<file path="config.mk">
export PLATFORM = sky130hd
export DESIGN_NAME = syncRxFifo
export DESIGN_NICKNAME = d
export VERILOG_FILES = /design/src/rtl/syncRxPkg.sv /design/src/rtl/syncRxCtrl.sv /design/src/rtl/syncRxData.sv /design/src/rtl/syncRxFifo.sv
export SDC_FILE = /design/constraint.sdc
export NUM_CORES = 1
export LEC_CHECK = 0
export ABC_CLOCK_PERIOD_IN_PS = 3200
export BUFFER_PORTS_ARGS = -buffer_cell sky130_fd_sc_hd__clkbuf_2
export CORE_ASPECT_RATIO = 1.75
export CORE_MARGIN = 1.5
export CORE_UTILIZATION = 29
export DETAILED_ROUTE_END_ITERATION = 12
export PLACE_DENSITY = 0.45
export SYNTH_ARGS = -nofsm -noshare
export SYNTH_HDL_FRONTEND = slang
export SYNTH_SLANG_ARGS = --single-unit
</file>
<file path="constraint.sdc">
create_clock -name clk -period 3.2 [get_ports clk]
set_input_delay 0.64 -clock clk [delete_from_list [all_inputs] [get_ports clk]]
set_output_delay 0.64 -clock clk [all_outputs]
set_load 0.01 [all_outputs]
</file>
<file path="src/rtl/syncRxPkg.sv">
package syncRxPkg;
  // Strobes from control to datapath, valid for one core clock.
  typedef struct packed {
    logic push;   // store rxBit
    logic pop;    // host advanced read
    logic flush;  // empty storage, clear overflow
  } fifoCtl_t;
endpackage

</file>
<file path="src/rtl/syncRxCtrl.sv">
module syncRxCtrl
  import syncRxPkg::*;
#(
  parameter int PAT_W       = 16,
  parameter int SYNC_STAGES = 2,
  localparam int LEN_W      = $clog2(PAT_W + 1)
) (
  input  logic             clk,
  input  logic             rstN,
  input  logic             clearReq,
  input  logic             rxBit,
  input  logic             rxStrobe,
  input  logic [PAT_W-1:0] syncWord,
  input  logic [LEN_W-1:0] syncLen,
  input  logic             hostSel,
  input  logic             hostRdClk,
  output fifoCtl_t         ctl,
  output logic             locked
);
  logic [PAT_W-1:0] shiftReg, shiftNext, lenMask;
  logic [LEN_W-1:0] seenCnt, seenNext;
  logic             patHit, enoughBits, hit;
  logic [SYNC_STAGES-1:0] rdSync;
  logic             rdPrev, rdRise;

  // Mask of the active pattern bits.
  always_comb begin
    for (int i = 0; i < PAT_W; i++) begin
      lenMask[i] = (LEN_W'(i) < syncLen);
    end
  end

  assign shiftNext  = {shiftReg[PAT_W-2:0], rxBit};
  assign seenNext   = (seenCnt == LEN_W'(PAT_W)) ? seenCnt : seenCnt + 1'b1;
  assign enoughBits = (seenNext >= syncLen);
  assign patHit     = (((shiftNext ^ syncWord) & lenMask) == '0);
  assign hit        = rxStrobe && !locked && patHit && enoughBits;

  always_ff @(posedge clk) begin
    if (!rstN || clearReq) begin
      shiftReg <= '0;
      seenCnt  <= '0;
      locked   <= 1'b0;
    end else if (rxStrobe && !locked) begin
      shiftReg <= shiftNext;
      seenCnt  <= seenNext;
      if (hit) locked <= 1'b1;
    end
  end

  // Read clock synchronizer and rising-edge detect.
  generate
    if (SYNC_STAGES == 1) begin : gSync1
      always_ff @(posedge clk) begin
        if (!rstN) rdSync <= '0;
        else       rdSync <= hostRdClk;
      end
    end else begin : gSyncN
      always_ff @(posedge clk) begin
        if (!rstN) rdSync <= '0;
        else       rdSync <= {rdSync[SYNC_STAGES-2:0], hostRdClk};
      end
    end
  endgenerate

  always_ff @(posedge clk) begin
    if (!rstN) rdPrev <= 1'b0;
    else       rdPrev <= rdSync[SYNC_STAGES-1];
  end

  assign rdRise = rdSync[SYNC_STAGES-1] && !rdPrev;

  always_comb begin
    ctl.flush = clearReq;
    ctl.push  = rxStrobe && locked && !clearReq;
    ctl.pop   = rdRise && hostSel && !clearReq;
  end
endmodule

</file>
<file path="src/rtl/syncRxData.sv">
module syncRxData
  import syncRxPkg::*;
#(
  parameter int DEPTH      = 16,
  localparam int CNT_W     = $clog2(DEPTH + 1),
  localparam int PTR_W     = (DEPTH > 1) ? $clog2(DEPTH) : 1
) (
  input  logic             clk,
  input  logic             rstN,
  input  fifoCtl_t         ctl,
  input  logic             rxBit,
  input  logic             hostSel,
  input  logic [CNT_W-1:0] irqLevel,
  output logic             hostData,
  output logic [CNT_W-1:0] level,
  output logic             irq,
  output logic             overflow
);
  logic [DEPTH-1:0] bits;
  logic [PTR_W-1:0] wrPtr, rdPtr;
  logic [CNT_W-1:0] levelNext;
  logic             full, empty, doPush, doPop, drop;

  assign full   = (level == CNT_W'(DEPTH));
  assign empty  = (level == '0);
  assign doPop  = ctl.pop && !empty;
  assign doPush = ctl.push && (!full || doPop);
  assign drop   = ctl.push && full && !doPop;

  always_comb begin
    levelNext = level;
    if (ctl.flush)             levelNext = '0;
    else if (doPush && !doPop) levelNext = level + 1'b1;
    else if (doPop && !doPush) levelNext = level - 1'b1;
  end

  function automatic logic [PTR_W-1:0] ptrInc(input logic [PTR_W-1:0] p);
    return (p == PTR_W'(DEPTH - 1)) ? '0 : p + 1'b1;
  endfunction

  always_ff @(posedge clk) begin
    if (!rstN) begin
      wrPtr    <= '0;
      rdPtr    <= '0;
      level    <= '0;
      irq      <= 1'b0;
      overflow <= 1'b0;
    end else begin
      level <= levelNext;
      irq   <= (levelNext >= irqLevel);
      if (ctl.flush) begin
        wrPtr    <= '0;
        rdPtr    <= '0;
        overflow <= 1'b0;
      end else begin
        if (doPush) wrPtr <= ptrInc(wrPtr);
        if (doPop)  rdPtr <= ptrInc(rdPtr);
        if (drop)   overflow <= 1'b1;
      end
    end
  end

  always_ff @(posedge clk) begin
    if (doPush && !ctl.flush) bits[wrPtr] <= rxBit;
  end

  assign hostData = hostSel && !empty && bits[rdPtr];
endmodule

</file>
<file path="src/rtl/syncRxFifo.sv">
module syncRxFifo
  import syncRxPkg::*;
#(
  parameter int DEPTH       = 16,
  parameter int PAT_W       = 16,
  parameter int SYNC_STAGES = 2,
  localparam int LEN_W      = $clog2(PAT_W + 1),
  localparam int CNT_W      = $clog2(DEPTH + 1)
) (
  input  logic             clk,
  input  logic             rstN,
  input  logic             clearReq,
  input  logic             rxBit,
  input  logic             rxStrobe,
  input  logic [PAT_W-1:0] syncWord,
  input  logic [LEN_W-1:0] syncLen,
  input  logic [CNT_W-1:0] irqLevel,
  input  logic             hostSel,
  input  logic             hostRdClk,
  output logic             hostData,
  output logic             fifoIrq,
  output logic [CNT_W-1:0] fifoLevel,
  output logic             syncLocked,
  output logic             overflow
);
  fifoCtl_t ctl;

  syncRxCtrl #(.PAT_W(PAT_W), .SYNC_STAGES(SYNC_STAGES)) u_ctrl (
    .clk(clk), .rstN(rstN), .clearReq(clearReq), .rxBit(rxBit),
    .rxStrobe(rxStrobe), .syncWord(syncWord), .syncLen(syncLen),
    .hostSel(hostSel), .hostRdClk(hostRdClk), .ctl(ctl), .locked(syncLocked)
  );

  syncRxData #(.DEPTH(DEPTH)) u_data (
    .clk(clk), .rstN(rstN), .ctl(ctl), .rxBit(rxBit), .hostSel(hostSel),
    .irqLevel(irqLevel), .hostData(hostData), .level(fifoLevel),
    .irq(fifoIrq), .overflow(overflow)
  );
endmodule

</file>
==> run summary <==
Core ar.: 0.00991 mm²
CTS root buffer: clkbuf_16
Reg2Reg Setup Slack: 0.22 ns
TritonCTS clock tree: built
Worst EP arrival: 3.17 ns
Chip Width: 79.7 µm
Vias: 2348
Max Cap Violations: 0
Via density: 4.75
DR iter-0 viols: 70
#FFs+latches synth: 55
Clock Skews: 0.00291 ns
First-pass GRT wire length: 11000 µm
Clock Path Buffers: 2
Lkg Pwr: 1.32 nW
Row count: 48
RR Endpoint: u_data.irq$_SDFF_PN0_
Power per cell area: 392 mW/mm²
Total CTS buffers: 5
Status: finished, final reports clean
GRT Total Usage: 13.2%
Worst Hold Class: reg -> reg
CP dominant cell by count: a21o_1
Post-synth top cells: nand2_1 (47), dfxtp_1 (39), nor2_1 (34)
Post-route core utilization: 35.0%
Placed Area: 0.00332 mm²
Largest net degree at the start of global routing: 35
Count leader, synth: nand2_1
Number of global-route vias before repair: 2302
Crit-path cells: inv_1 > ha_2 > or4b_4 > and2_4 > and2_4 > nor2_1 > xnor2_1 > nand2b_1 > ha_1 > nand2b_1 > a21o_1 > a21o_1 > a21o_1 > a21oi_1 > nor2b_1
CP Capture Type: register
Worst Path Buf+Inv: 1
Hold slack: 0.436 ns
Cts hold-fix bufs: 0
Synth warn: 0
Synth Instances: 329
Sequential fraction of the synthesis area: 42.2%
RSZ-0062 raised after global routing: false
Ranking of synthesized cells by area: dfxtp_1 (26%), edfxtp_1 (16%), ha_1 (8.0%)
Diode count: 0
Fin crit period: 2.98 ns
Post-placement cell count: 486
Post-route cell area: 0.00347 mm²
Cell taking the most area after synthesis: dfxtp_1
Die area: 0.0109 mm²
Slowest stage cell, crit path: or4b_4
Worst-path maximum fanout: 6
Final WL: 6720 µm
Max incr delay on CP: 0.48 ns
Netlist cell types: 47
FMAX: 0.336 GHz
Setup crit start kind: register
Synthesized cell area: 0.00299 mm²
Max-slew violations: 0
DP HPWL: 5100 µm
Reg2Reg Launch Point: u_data.level[0]$_SDFF_PN0_
Final setup fails: 0
Final Cycle Share: 93.1%
Chip height: 137 µm
Total grt overflow: 0
HP Start: u_ctrl.rdSync[0]$_SDFF_PN0_
Post-CTS Setup Inserts: 0
Initial cell density of the core: 30.1%
Worst Hold Endpoint: u_ctrl.rdSync[1]$_SDFF_PN0_
Hold Path Stages: 1
Io pins: 42
Relative slew slack: 57.5%
Area grow syn2layout: 16.2%
Layout Nets: 420
Final Hold Viols: 0
# H-tree levels: 2
Number of synthesized flops with an enable pin: 16
Layout cell share with drive strength beyond 1: 19.5%
Buffers on Ports: 41
Syn_nets: 381
Ys async rst share: 0%
R2R cell count: 15
Syn Area/Cell: 9.07 µm²
Crit path kind: reg -> reg
Final std cells w/o fill: 494
Clock Pin Slew Worst Setup and Hold Paths: 0.07 ns
Worst-Margin Slew: 0.636 ns
Ys flop type: dfxtp_1
Antenna Violating Nets Remaining: 0
Initial antenna violation count: 0
DR DRC count: 0
Max VDD drop: 266 µV
Required time worst endpoint: 3.39 ns
CP delay by family, top: simple AND/OR/NAND/NOR gates
TritonRoute pass-1 iters: 4
WL/cell: 13.6 µm
RD Place Congestion: 0.841
Clock Latency Late Sink: 0.29 ns
Setup TNS: 0 ns
Clk sinks: 55
Top-area cell type share of the netlist area: 26.2%
stage by stage:
| step | power, W | setup WS, ns |
|---|---|---|
| global route | 0.00141 | 0.0251 |
| floorplan | 0.000787 | 0.232 |
| finish | 0.00136 | 0.220 |
| detailed placement | 0.000834 | 0.163 |
| global placement | 0.000835 | 0.207 |
| CTS | 0.00138 | 0.140 |
cells by family after synthesis:
| family | Yosys count | share of synthesized area, % |
|---|---|---|
| simple gates | 121 | 19.3 |
| compound gates | 69 | 13.5 |
| flops | 55 | 42.2 |
| buf+inv | 30 | 4.19 |
| xor+xnor | 25 | 7.33 |
| fa+ha+maj | 20 | 8.30 |
| mux | 9 | 5.11 |
repair_timing:
action	4_1_cts	5_1_grt
gates resized for setup	0	4
hold endpoints to repair	0	0
setup endpoints to repair	0	1
area by class of cell:
type	instances	area [µm²]
Clock buffer	6	129
Timing Repair Buffer	47	250
Fill cell	1069	6440
Sequential cell	55	1260
Inverter	15	56.3
Clock inverter	2	12.5
Multi-Input combinational cell	244	1600
Tap cell	125	156
how the worst max path moves through the flow:
stage	start	endpoint	slack, ns	cells after the start
4_1_cts	u_data.level[1]$_SDFF_PN0_	u_data.irq$_SDFF_PN0_	0.14	15
3_5_place_dp	u_data.level[1]$_SDFF_PN0_	u_data.irq$_SDFF_PN0_	0.16	15
3_3_place_gp	u_data.level[0]$_SDFF_PN0_	u_data.irq$_SDFF_PN0_	0.21	15
6_report	u_data.level[0]$_SDFF_PN0_	u_data.irq$_SDFF_PN0_	0.22	15
2_1_floorplan	u_data.level[1]$_SDFF_PN0_	u_data.irq$_SDFF_PN0_	0.23	16
5_1_grt	u_data.level[1]$_SDFF_PN0_	u_data.irq$_SDFF_PN0_	0.03	15
placed cells by master (no fill, tap or decap), drive strengths merged, types with 6 or more instances in the layout:
cell type and instances:
nand2 47, clkbuf 47, dfxtp 39, nor2 34, a21oi 34, ha 19
edfxtp 16, inv 15, xor2 13, xnor2 12, o21ai 12, nand2b 7
nor3 6, buf 6
per-layer routing:
metal	GRT usage (%)	up-vias	share of wire, %
met5	0	-	0
met4	5.56	0	1.9
met3	2.19	8	2.6
met2	25.0	37	55
met1	13.9	1091	40
li1	-	1212	-
power breakdown:
group          switching (W)  internal (W)  total (W)  leakage (nW)
Clock               0.000255      0.000290   0.000545        0.0669
Combinational      0.0000547     0.0000410  0.0000957         0.794
Sequential        0.00000237      0.000718   0.000720         0.460
Total               0.000312       0.00105    0.00136          1.32
registers in the layout, indices dropped and copies added (netlist names):
signal           flops
u_data.rdPtr         4
u_data.overflow      1
u_ctrl.shiftReg     15
u_ctrl.locked        1
u_ctrl.seenCnt       5
u_ctrl.rdPrev        1
u_data.bits         16
u_ctrl.rdSync        2
u_data.level         5
u_data.irq           1
u_data.wrPtr         4
Power figures use the tool's default switching activity.
